File: src/rtl/ddr2_lat_pkg.sv
package ddr2_lat_pkg;
  localparam int CL_MIN        = 3;
  localparam int CL_MAX        = 7;
  localparam int AL_MAX        = 6;
  localparam int BURST_CYC_MAX = 4;
  localparam int BANK_W        = 3;
  localparam int LAT_W         = 4;
  localparam int BC_W          = 3;
  localparam int PIPE_DEPTH    = CL_MAX + AL_MAX + BURST_CYC_MAX;

  // Strobe bundle from control to datapath: one accepted column command.
  typedef struct packed {
    logic              valid;
    logic              isWrite;
    logic [BANK_W-1:0] bank;
    logic              autoPre;
    logic [LAT_W-1:0]  lat;
    logic [BC_W-1:0]   burstCyc;
  } colCmd_t;
endpackage

File: src/rtl/ddr2_lat_ctrl.sv
module ddr2_lat_ctrl
  import ddr2_lat_pkg::*;
(
  input  logic [2:0]        casLat,
  input  logic [2:0]        addLat,
  input  logic              burst8,
  input  logic              cmdValid,
  input  logic              cmdWrite,
  input  logic [BANK_W-1:0] cmdBank,
  input  logic              cmdAutoPre,
  output logic              cfgError,
  output colCmd_t           push
);
  logic [LAT_W-1:0] clW;
  logic [LAT_W-1:0] alW;
  logic [LAT_W-1:0] readLat;
  logic [LAT_W-1:0] writeLat;

  always_comb begin
    clW      = LAT_W'(casLat);
    alW      = LAT_W'(addLat);
    readLat  = clW + alW;
    writeLat = readLat - LAT_W'(1);
    // A write latency below one cycle is also illegal.
    cfgError = (clW < LAT_W'(CL_MIN)) || (clW > LAT_W'(CL_MAX)) ||
               (alW > LAT_W'(AL_MAX)) || (readLat < LAT_W'(2));
  end

  always_comb begin
    push.valid    = cmdValid && !cfgError;
    push.isWrite  = cmdWrite;
    push.bank     = cmdBank;
    push.autoPre  = cmdAutoPre;
    push.lat      = cmdWrite ? writeLat : readLat;
    push.burstCyc = burst8 ? BC_W'(BURST_CYC_MAX) : BC_W'(BURST_CYC_MAX / 2);
  end
endmodule

File: src/rtl/ddr2_lat_pipe.sv
module ddr2_lat_pipe
  import ddr2_lat_pkg::*;
#(
  parameter int DEPTH = PIPE_DEPTH
) (
  input  logic                  clk,
  input  logic                  rstN,
  input  colCmd_t               pushIn,
  output colCmd_t [DEPTH-1:0]   stages
);
  // Stage k holds a command during its (k+1)-th cycle after acceptance.
  for (genvar k = 0; k < DEPTH; k++) begin : g_stage
    if (k == 0) begin : g_head
      always_ff @(posedge clk) begin
        if (!rstN) stages[k] <= '0;
        else       stages[k] <= pushIn;
      end
    end else begin : g_body
      always_ff @(posedge clk) begin
        if (!rstN) stages[k] <= '0;
        else       stages[k] <= stages[k-1];
      end
    end
  end
endmodule

File: src/rtl/ddr2_lat_window.sv
module ddr2_lat_window
  import ddr2_lat_pkg::*;
#(
  parameter int DEPTH = PIPE_DEPTH
) (
  input  logic                clk,
  input  logic                rstN,
  input  colCmd_t [DEPTH-1:0] stages,
  output logic                rdValid,
  output logic                wrDataEn,
  output logic                wrMaskEn,
  output logic                wrStrobeRise,
  output logic                wrStrobeFall,
  output logic                apDone,
  output logic [BANK_W-1:0]   apBank
);
  localparam int AW = LAT_W + 1;

  logic [DEPTH-1:0] rdHit;
  logic [DEPTH-1:0] wrHit;
  logic [DEPTH-1:0] mkHit;
  logic [DEPTH-1:0] stRHit;
  logic [DEPTH-1:0] stFHit;
  logic [DEPTH-1:0] apHit;

  for (genvar k = 0; k < DEPTH; k++) begin : g_dec
    localparam logic [AW-1:0] AGE  = AW'(k + 1);
    localparam logic [AW-1:0] AGEN = AW'(k + 2);
    logic [AW-1:0] startAge;
    logic [AW-1:0] endAge;
    logic          inWin;
    logic          wrCmd;
    always_comb begin
      startAge  = {1'b0, stages[k].lat};
      endAge    = startAge + {2'b00, stages[k].burstCyc};
      inWin     = stages[k].valid && (AGE >= startAge) && (AGE < endAge);
      wrCmd     = stages[k].valid && stages[k].isWrite;
      rdHit[k]  = inWin && !stages[k].isWrite;
      wrHit[k]  = inWin && stages[k].isWrite;
      mkHit[k]  = wrCmd && (AGE >= startAge) && (AGE < endAge);
      stRHit[k] = wrCmd && (AGEN >= startAge) && (AGE <= endAge);
      stFHit[k] = wrCmd && (AGEN >= startAge) && (AGE < endAge);
      apHit[k]  = stages[k].valid && stages[k].autoPre && (AGE == endAge);
    end
  end

  always_comb begin
    rdValid      = |rdHit;
    wrDataEn     = |wrHit;
    wrMaskEn     = |mkHit;
    wrStrobeRise = |stRHit;
    wrStrobeFall = |stFHit;
    apDone       = |apHit;
    apBank       = '0;
    // Older command wins if two finish together.
    for (int k = 0; k < DEPTH; k++) begin
      if (apHit[k]) apBank = stages[k].bank;
    end
  end

  assert_strobe_covers_data_R7: assert property (@(posedge clk) disable iff (!rstN)
    wrDataEn |-> (wrStrobeRise && wrStrobeFall));

  assert_fall_inside_rise_R7: assert property (@(posedge clk) disable iff (!rstN)
    wrStrobeFall |-> wrStrobeRise);

  assert_preamble_before_data_R7: assert property (@(posedge clk) disable iff (!rstN)
    $rose(wrDataEn) |-> $past(wrStrobeFall));

  assert_mask_with_data_R5: assert property (@(posedge clk) disable iff (!rstN)
    wrMaskEn == wrDataEn);

  assert_ap_after_burst_R8: assert property (@(posedge clk) disable iff (!rstN)
    apDone |-> $past(rdValid || wrDataEn));
endmodule

File: src/rtl/ddr2_lat_sched.sv
module ddr2_lat_sched
  import ddr2_lat_pkg::*;
#(
  parameter int DEPTH = PIPE_DEPTH
) (
  input  logic              clk,
  input  logic              rstN,
  input  logic [2:0]        cfgCasLat,
  input  logic [2:0]        cfgAddLat,
  input  logic              cfgBurst8,
  input  logic              cmdValid,
  input  logic              cmdWrite,
  input  logic [BANK_W-1:0] cmdBank,
  input  logic              cmdAutoPre,
  output logic              cfgError,
  output logic              rdValid,
  output logic              wrDataEn,
  output logic              wrMaskEn,
  output logic              wrStrobeRise,
  output logic              wrStrobeFall,
  output logic              apDone,
  output logic [BANK_W-1:0] apBank
);
  colCmd_t              pushCmd;
  colCmd_t [DEPTH-1:0]  pipeStages;

  ddr2_lat_ctrl i_ctrl (
    .casLat     (cfgCasLat),
    .addLat     (cfgAddLat),
    .burst8     (cfgBurst8),
    .cmdValid   (cmdValid),
    .cmdWrite   (cmdWrite),
    .cmdBank    (cmdBank),
    .cmdAutoPre (cmdAutoPre),
    .cfgError   (cfgError),
    .push       (pushCmd)
  );

  ddr2_lat_pipe #(.DEPTH(DEPTH)) i_pipe (
    .clk    (clk),
    .rstN   (rstN),
    .pushIn (pushCmd),
    .stages (pipeStages)
  );

  ddr2_lat_window #(.DEPTH(DEPTH)) i_window (
    .clk          (clk),
    .rstN         (rstN),
    .stages       (pipeStages),
    .rdValid      (rdValid),
    .wrDataEn     (wrDataEn),
    .wrMaskEn     (wrMaskEn),
    .wrStrobeRise (wrStrobeRise),
    .wrStrobeFall (wrStrobeFall),
    .apDone       (apDone),
    .apBank       (apBank)
  );

  assert_error_drops_cmd_R2: assert property (@(posedge clk) disable iff (!rstN)
    (cfgError && cmdValid) |=> !pipeStages[0].valid);

  assert_accept_when_legal_R2: assert property (@(posedge clk) disable iff (!rstN)
    (!cfgError && cmdValid) |=> pipeStages[0].valid);
endmodule

File: config.mk
export PLATFORM = sky130hd
export DESIGN_NAME = ddr2_lat_sched
export DESIGN_NICKNAME = d
export VERILOG_FILES = /design/src/rtl/ddr2_lat_pkg.sv /design/src/rtl/ddr2_lat_ctrl.sv /design/src/rtl/ddr2_lat_pipe.sv /design/src/rtl/ddr2_lat_window.sv /design/src/rtl/ddr2_lat_sched.sv
export SDC_FILE = /design/constraint.sdc
export NUM_CORES = 1
export LEC_CHECK = 0
export ABC_AREA = 0
export BUFFER_PORTS_ARGS = -buffer_cell sky130_fd_sc_hd__buf_2
export CAP_MARGIN = 25
export CELL_PAD_IN_SITES_DETAIL_PLACEMENT = 1
export CELL_PAD_IN_SITES_GLOBAL_PLACEMENT = 1
export CORE_MARGIN = 2
export CORE_UTILIZATION = 49
export CTS_CLUSTER_DIAMETER = 50
export DETAILED_ROUTE_END_ITERATION = 7
export HOLD_SLACK_MARGIN = 0.1
export PLACE_DENSITY_LB_ADDON = 0.1
export SLEW_MARGIN = 20
export SYNTH_ARGS = -nofsm -noshare
export SYNTH_HDL_FRONTEND = slang
export SYNTH_SLANG_ARGS = --single-unit
export TNS_END_PERCENT = 30
File: constraint.sdc
create_clock -name clk -period 3.1 [get_ports clk]
set_input_delay 0.155 -clock clk [delete_from_list [all_inputs] [get_ports clk]]
set_output_delay 0.155 -clock clk [all_outputs]
set_load 0.005 [all_outputs]
==> summary.md, run 1 <==
| Metric | Value |
|---|---|
| Largest cells by area after synthesis | `dfxtp_1 46%, and2_1 15%, ha_1 5.4%` |
| Grt met2 use | `48.3%` |
| Worst hold path class | `in2reg` |
| Mapped Avg Cell Area | `9.71 um^2` |
| M3 GR Usage | `under 10%` |
| Final min period | `3500 ps` |
| Required time worst endpoint | `between 2000 and 3000 ps` |
| DRC errors left | `0` |
| Largest registers | `i_pipe.stages: 204 flops` |
| Fmax | `286 MHz` |
| Sequential area share after synthesis | `between 40% and 50%` |
| Vias in the first global route | `between 7000 and 8000` |
| Drt total wl | `between 20000 and 30000 um` |
| PwrDens | `roughly 530 nW/um^2` |
| Area leader, netlist | `dfxtp_1` |
| CP Launch Type | `flop` |
| Clock Sinks | `204` |
| Core area | `roughly 17000 um^2` |
| Setup_tns | `-2520 ps` |
| Mapped Nets | `a little under 1000` |
| Congestion Overflow GR | `0` |
| Port Buffer Count | `24` |
| WL/cell | `roughly 20 um` |
| RSZ-0062 raised after global routing | `yes` |
| Max reg flops | `204` |
| Skew-Pair Late Insertion Delay | `between 500 and 600 ps` |
| Ports | `25` |
| Starting Density | `between 50% and 60%` |
| Reg clk slew, reported paths | `roughly 50 ps` |
| Chip width | `138 um` |
| Worst slew pin tran | `712 ps` |
| Outcome | `complete, but fails checks` |
| DP Worst Slack | `-159 ps` |
| Final-report hold violation count | `0` |
| YS warnings | `0` |
| Netlist cell types | `73` |
| Overall routing resource usage | `approximately a quarter` |
| Area growth syn-to-layout | `24.9%` |
| Failing checks | `setup timing` |
| Share of cells above drive strength 1 | `between 20 and 25%` |
| Worst endpoint data arrival time | `between 3000 and 4000 ps` |
| Vias per cell | `5.59` |
| Power Total | `slightly below 6 mW` |
| Finished Core Util | `a little over three fifths` |
| Detailed placer's ending HPWL | `17400 um` |
| Worst-path maximum fanout | `4` |
| Final slew viol count | `0` |
| Final period utilization | `113%` |
| First-pass GRT wire length | `39000 um` |
| Fill count | `between 1500 and 2000` |
| Die footprint | `19000 um^2` |
| Setup violations, final | `9` |
| Maxcap violations | `0` |
| Total iterations of the first detailed-routing run | `5` |
| Routing usage on met1 | `a little under a third` |
| Critical path type | `reg2out` |
| Initial antenna violation count | `0` |
| Setup ws final | `-398 ps` |
| Slew margin rel. | `about 53%` |
| Post-Synthesis Cell Area | `between 8000 and 9000 um^2` |
| Final clock skew | `about 8.6 ps` |
| CTS tree | `built` |
| Yosys top cell area share | `46.4%` |
| Commonest non-fill, non-tap cell in the layout | `and2_1` |
| Htree depth | `1` |
| Longest Clk Path Bufs | `3` |
| Gate Count Post-Synth | `between 900 and 1000` |
| Pleak | `4.51 nW` |
| GR peak layer | `met2` |
| Ant diodes | `0` |
| Antenna-violating nets left | `0` |
| Root Buffer | `clkbuf_16` |
| Number of synthesized register bits | `204` |
| Vias | `6902` |
| Most flop-heavy register | `i_pipe.stages` |
| Die extent in y | `about 140 um` |
| Asr flop ratio synth | `0%` |
| Number of synthesized flops with an enable pin | `0` |
| CTS buffer count | `25` |
| Largest net degree at the start of global routing | `between 80 and 90` |
| Iteration-0 DRC Markers | `320` |
| Max VDD drop | `0.453 mV` |
| Commonest cells after routing, fill and taps aside | `205 x and2_1, 187 x dfxtp_1, 59 x nand2_1, 51 x buf_4, 45 x inv_1` |
| Critical Path End Type | `primary output` |
| Cell Rows | `48` |
| Gp weighted congestion | `a little over 0.9` |
| # nets final | `roughly 1100` |
| Main flop type after synthesis | `dfxtp_1` |
## cells in the mapped netlist (all sizes together) (5+ instances only)
master / number
a31oi: 6
nor3b: 7
inv: 48
a21oi: 26
a21o: 5
nor3: 20
dfxtp: 204
nand2: 61
o211ai: 5
clkbuf: 24
o2111ai: 6
nor4: 6
o21ai: 14
a211oi: 9
a221oi: 5
nand4: 12
nor2b: 13
fa: 18
or4: 5
and2: 209
mux2i: 5
nand3: 22
nand3b: 6
ha: 38
a2111oi: 5
nor2: 35
xor2: 8
and3: 12
## final timing paths
| kind | startpoint | to | slack, ps | cells past startpoint |
|---|---|---|---|---|
| worst min register to register | i_pipe.stages[204] | i_pipe.stages[217] | 450 | 1 |
| worst max-delay path | i_pipe.stages[4] | apBank[2] | -400 | 13 |
| worst max register to register | i_pipe.stages[123] | i_pipe.stages[136] | 2360 | 1 |
| worst min-delay path | cfgAddLat[0] | i_pipe.stages[3] | 160 | 4 |
## worst max-delay path, stage by stage (launching register included)
cell       delay (ps)
dfxtp_2           330
ha_4              170
fa_2              600
nor2_1             70
a41oi_2           280
buf_6             160
buf_4             110
nor2_4             40
a311oi_2          310
o211a_1           250
a2111oi_4          40
buf_4             160
o221a_4           210
buf_6             110
## area by class of cell
class                      count  area (um^2)  area share (%)
tap                          225          282            2.56
inverter                      48          180            1.64
sequential                   204         4110            37.4
multi-input combinational    629         4960            45.2
clock inverter                14          149            1.36
timing repair buffer          84          613            5.58
clock buffer                  31          688            6.26
## cell families (layout without fill, tap and decap cells)
| logic type | count (synthesis) | in the layout | share of synthesized area (%) |
|---|---|---|---|
| AND/OR/NAND/NOR | 438 | 438 | 29.1 |
| XOR/XNOR | 8 | 8 | 0.797 |
| AO/OA/AOI/OAI | 121 | 121 | 10.4 |
| flip-flops | 204 | 204 | 46.4 |
| adder cells (fa/ha/maj) | 56 | 56 | 9.50 |
| multiplexers | 6 | 6 | 0.697 |
| buffers and inverters | 73 | 177 | 3.13 |
## where the power goes
part	total, mW	switching (mW)	internal (mW)
registers	2.69	0.0322	2.65
logic	0.250	0.135	0.115
clock network	2.90	1.15	1.76
## metrics by stage
step                      cells  instance area, um^2  hold slack (ps)
after floorplan             906                 8790              227
after global placement     1162                 9340              329
after detailed placement   1162                 9340              333
after CTS                  1225                10700              133
after global routing       1235                11000              183
final                      1235                11000              162
## repair_timing
item | in CTS | in global routing
resized for setup | 84 | 56
hold buffers | 8 | 0
setup endpoints to repair | 9 | 9
setup buffers | 10 | 10
hold endpoints to repair | 11 | 0
pin swaps | 26 | 27
## per-layer routing
layer  part of all wire, %  vias up  routed length (um)
met5                     0        -                   0
met4                   2.1        0                 528
met3                   3.3       42                 820
met2                    52      121               13100
met1                    42     3447               10600
li1                      -     3292                   -
Power figures use the tool's default switching activity.
==> run 2, diff against run 1 <==
- MAX_ROUTING_LAYER: unset -> met4
- SETUP_SLACK_MARGIN: unset -> 0.1
==> run 2 against run 1 <==
  * The flow still finishes with violations (setup timing)
  * Via count shrank 0.33%
  * Final cell count is essentially flat
  * Fmax shrank 0.17%
  * Sequential share of layout area shrank 0.093 points
  * Clock skew grew 1.4 ps
  * Utilization grew 0.16 points
  * Clock-buffer cell count is the same
  * First-iteration DRC count grew 1.9%
  * Setup slack lost 5.9 ps
  * Total power is essentially flat
  * Clock power is essentially flat
==> summary.md, run 2 (same netlist as run 1, synthesis figures left out) <==
| Metric | Value |
|---|---|
| Outcome | `complete, but fails checks` |
| Failing checks | `setup timing` |
| Starting Density | `50.5%` |
| Cell Rows | `48` |
| Congestion Overflow GR | `0` |
| Worst slew pin tran | `673 ps` |
| Most flop-heavy register | `i_pipe.stages` |
| Pleak | `about 4.5 nW` |
| Non-Filler Instances | `between 1000 and 1500` |
| CTS tree | `built` |
| Placed cells | `~1200` |
| Final slew viol count | `0` |
| Ports | `25` |
| Largest registers | `i_pipe.stages: 204 flops` |
| Clock Sinks | `between 200 and 250` |
| Reg clk slew, reported paths | `roughly 50 ps` |
| # nets final | `1064` |
| Core area | `roughly 17000 um^2` |
| Longest Clk Path Bufs | `3` |
| Detailed placer's ending HPWL | `between 15000 and 20000 um` |
| Total iterations of the first detailed-routing run | `5` |
| RSZ-0062 raised after global routing | `yes` |
| Maxcap violations | `0` |
| Finished Core Util | `63.2%` |
| Skew-Pair Late Insertion Delay | `510 ps` |
| Critical path type | `reg2out` |
| Worst hold path class | `in2reg` |
| Vias in the first global route | `7460` |
| Htree depth | `1` |
| Share of cells above drive strength 1 | `between 20 and 25%` |
| Antenna-violating nets left | `0` |
| Die extent in y | `around 140 um` |
| Seq. cell area | `~4100 um^2` |
| Hold Slack | `~150 ps` |
| Port Buffer Count | `24` |
| Setup violations, final | `9` |
| PwrDens | `between 500 and 600 nW/um^2` |
| WL/cell | `a little over 20 um` |
| Critical Path End Type | `primary output` |
| Max VDD drop | `about 0.45 mV` |
| Fill count | `1877` |
| Iteration-0 DRC Markers | `between 300 and 400` |
| Final period utilization | `113%` |
| Commonest non-fill, non-tap cell in the layout | `and2_1` |
| Worst-path maximum fanout | `4` |
| Worst endpoint data arrival time | `between 3000 and 4000 ps` |
| CTS buffer count | `25` |
| Overall routing resource usage | `between 20% and 30%` |
| Design area | `11000 um^2` |
| Commonest cells after routing, fill and taps aside | `205 x and2_1, 187 x dfxtp_1, 59 x nand2_1, 52 x buf_4, 45 x inv_1` |
| CP Launch Type | `flop` |
| Ant diodes | `0` |
| Largest net degree at the start of global routing | `85` |
| Max reg flops | `between 200 and 250` |
| Area growth syn-to-layout | `25.3%` |
| Slew margin rel. | `a little over half` |
| Final min period | `between 3000 and 4000 ps` |
| Required time worst endpoint | `just under 3000 ps` |
| Vias per cell | `5.57` |
| Dpl cell area | `~9300 um^2` |
| Final clock skew | `between 9 and 10 ps` |
| DRC errors left | `0` |
| Gp weighted congestion | `0.921` |
| WHS Path Cells | `4` |
| Fmax | `around 290 MHz` |
| Setup ws final | `-404 ps` |
| DP Worst Slack | `-159 ps` |
| Final-report hold violation count | `0` |
| Reg2reg path depth | `1` |
| Drt total wl | `roughly 25000 um` |
| Chip width | `about 140 um` |
| Vias | `between 6000 and 7000` |
| Area occupied by multi-input gates | `around 5000 um^2` |
| Initial antenna violation count | `0` |
| Die footprint | `between 15000 and 20000 um^2` |
| First-pass GRT wire length | `between 30000 and 40000 um` |
| Root Buffer | `clkbuf_16` |
==> run 2: cell types whose count changed in the layout (fill, tap and decap cells not counted) <==
cell	previous run	this run
buf_4	51	52
ha_2	6	5
ha_4	5	6
nor3_2	8	7
nor3_4	4	5
o21ai_1	4	3
o21ai_2	0	1
==> run 2: area by class of cell <==
type / count / area share, %
Clock buffer: 31 / 6.25
Multi-Input combinational cell: 629 / 45.3
Sequential cell: 204 / 37.3
Clock inverter: 14 / 1.35
Tap cell: 225 / 2.56
Inverter: 48 / 1.64
Timing Repair Buffer: 85 / 5.63
==> run 2: worst max-delay path, cell delays in order (launching register included) <==
cell and delay, ps:
dfxtp_2 330, ha_4 170, fa_2 500, nor2_1 150, a41oi_2 200, buf_6 180
nor4bb_1 160, nor4_1 370, nand4_1 180, or4_1 440, buf_2 150
==> run 2: metrics by stage <==
step | setup TNS, ps | total power [mW]
final | -2460 | 5.84
after global routing | -3440 | 6.02
after CTS | -2600 | 5.86
after detailed placement | -666 | 2.93
after global placement | -37.3 | 2.92
after floorplan | 0 | 2.85
==> run 2: timing repair <==
action / 4_1_cts / 5_1_grt
setup endpoints to repair: 9 / 9
pin swaps: 26 / 29
hold buffers: 8 / 0
setup buffers: 10 / 11
endpoints found under the hold margin: 11 / 0
resized for setup: 84 / 59
==> run 2: worst paths after layout <==
kind | startpoint | slack (ps) | endpoint
worst max-delay path | i_pipe.stages[4] | -400 | rdValid
worst min-delay path | cfgAddLat[0] | 150 | i_pipe.stages[3]
worst min register to register | i_pipe.stages[204] | 450 | i_pipe.stages[217]
worst max register to register | i_pipe.stages[123] | 2360 | i_pipe.stages[136]
==> run 2: metal layers <==
| layer | share of wire, % | vias to the layer above | wire, um | global-route usage [%] |
|---|---|---|---|---|
| met4 | 2.7 | 0 | 673 | 8.33 |
| met3 | 3.7 | 50 | 917 | 4.17 |
| met5 | 0 | - | 0 | - |
| li1 | - | 3298 | - | - |
| met2 | 52 | 120 | 12900 | 48.3 |
| met1 | 42 | 3411 | 10500 | 31.7 |
==> run 2: where the power goes <==
group          switching (mW)  total [mW]  leakage (nW)  internal, mW
Sequential             0.0315        2.69          1.66          2.65
Combinational           0.132       0.247          2.46         0.115
Clock                    1.15        2.91         0.402          1.76
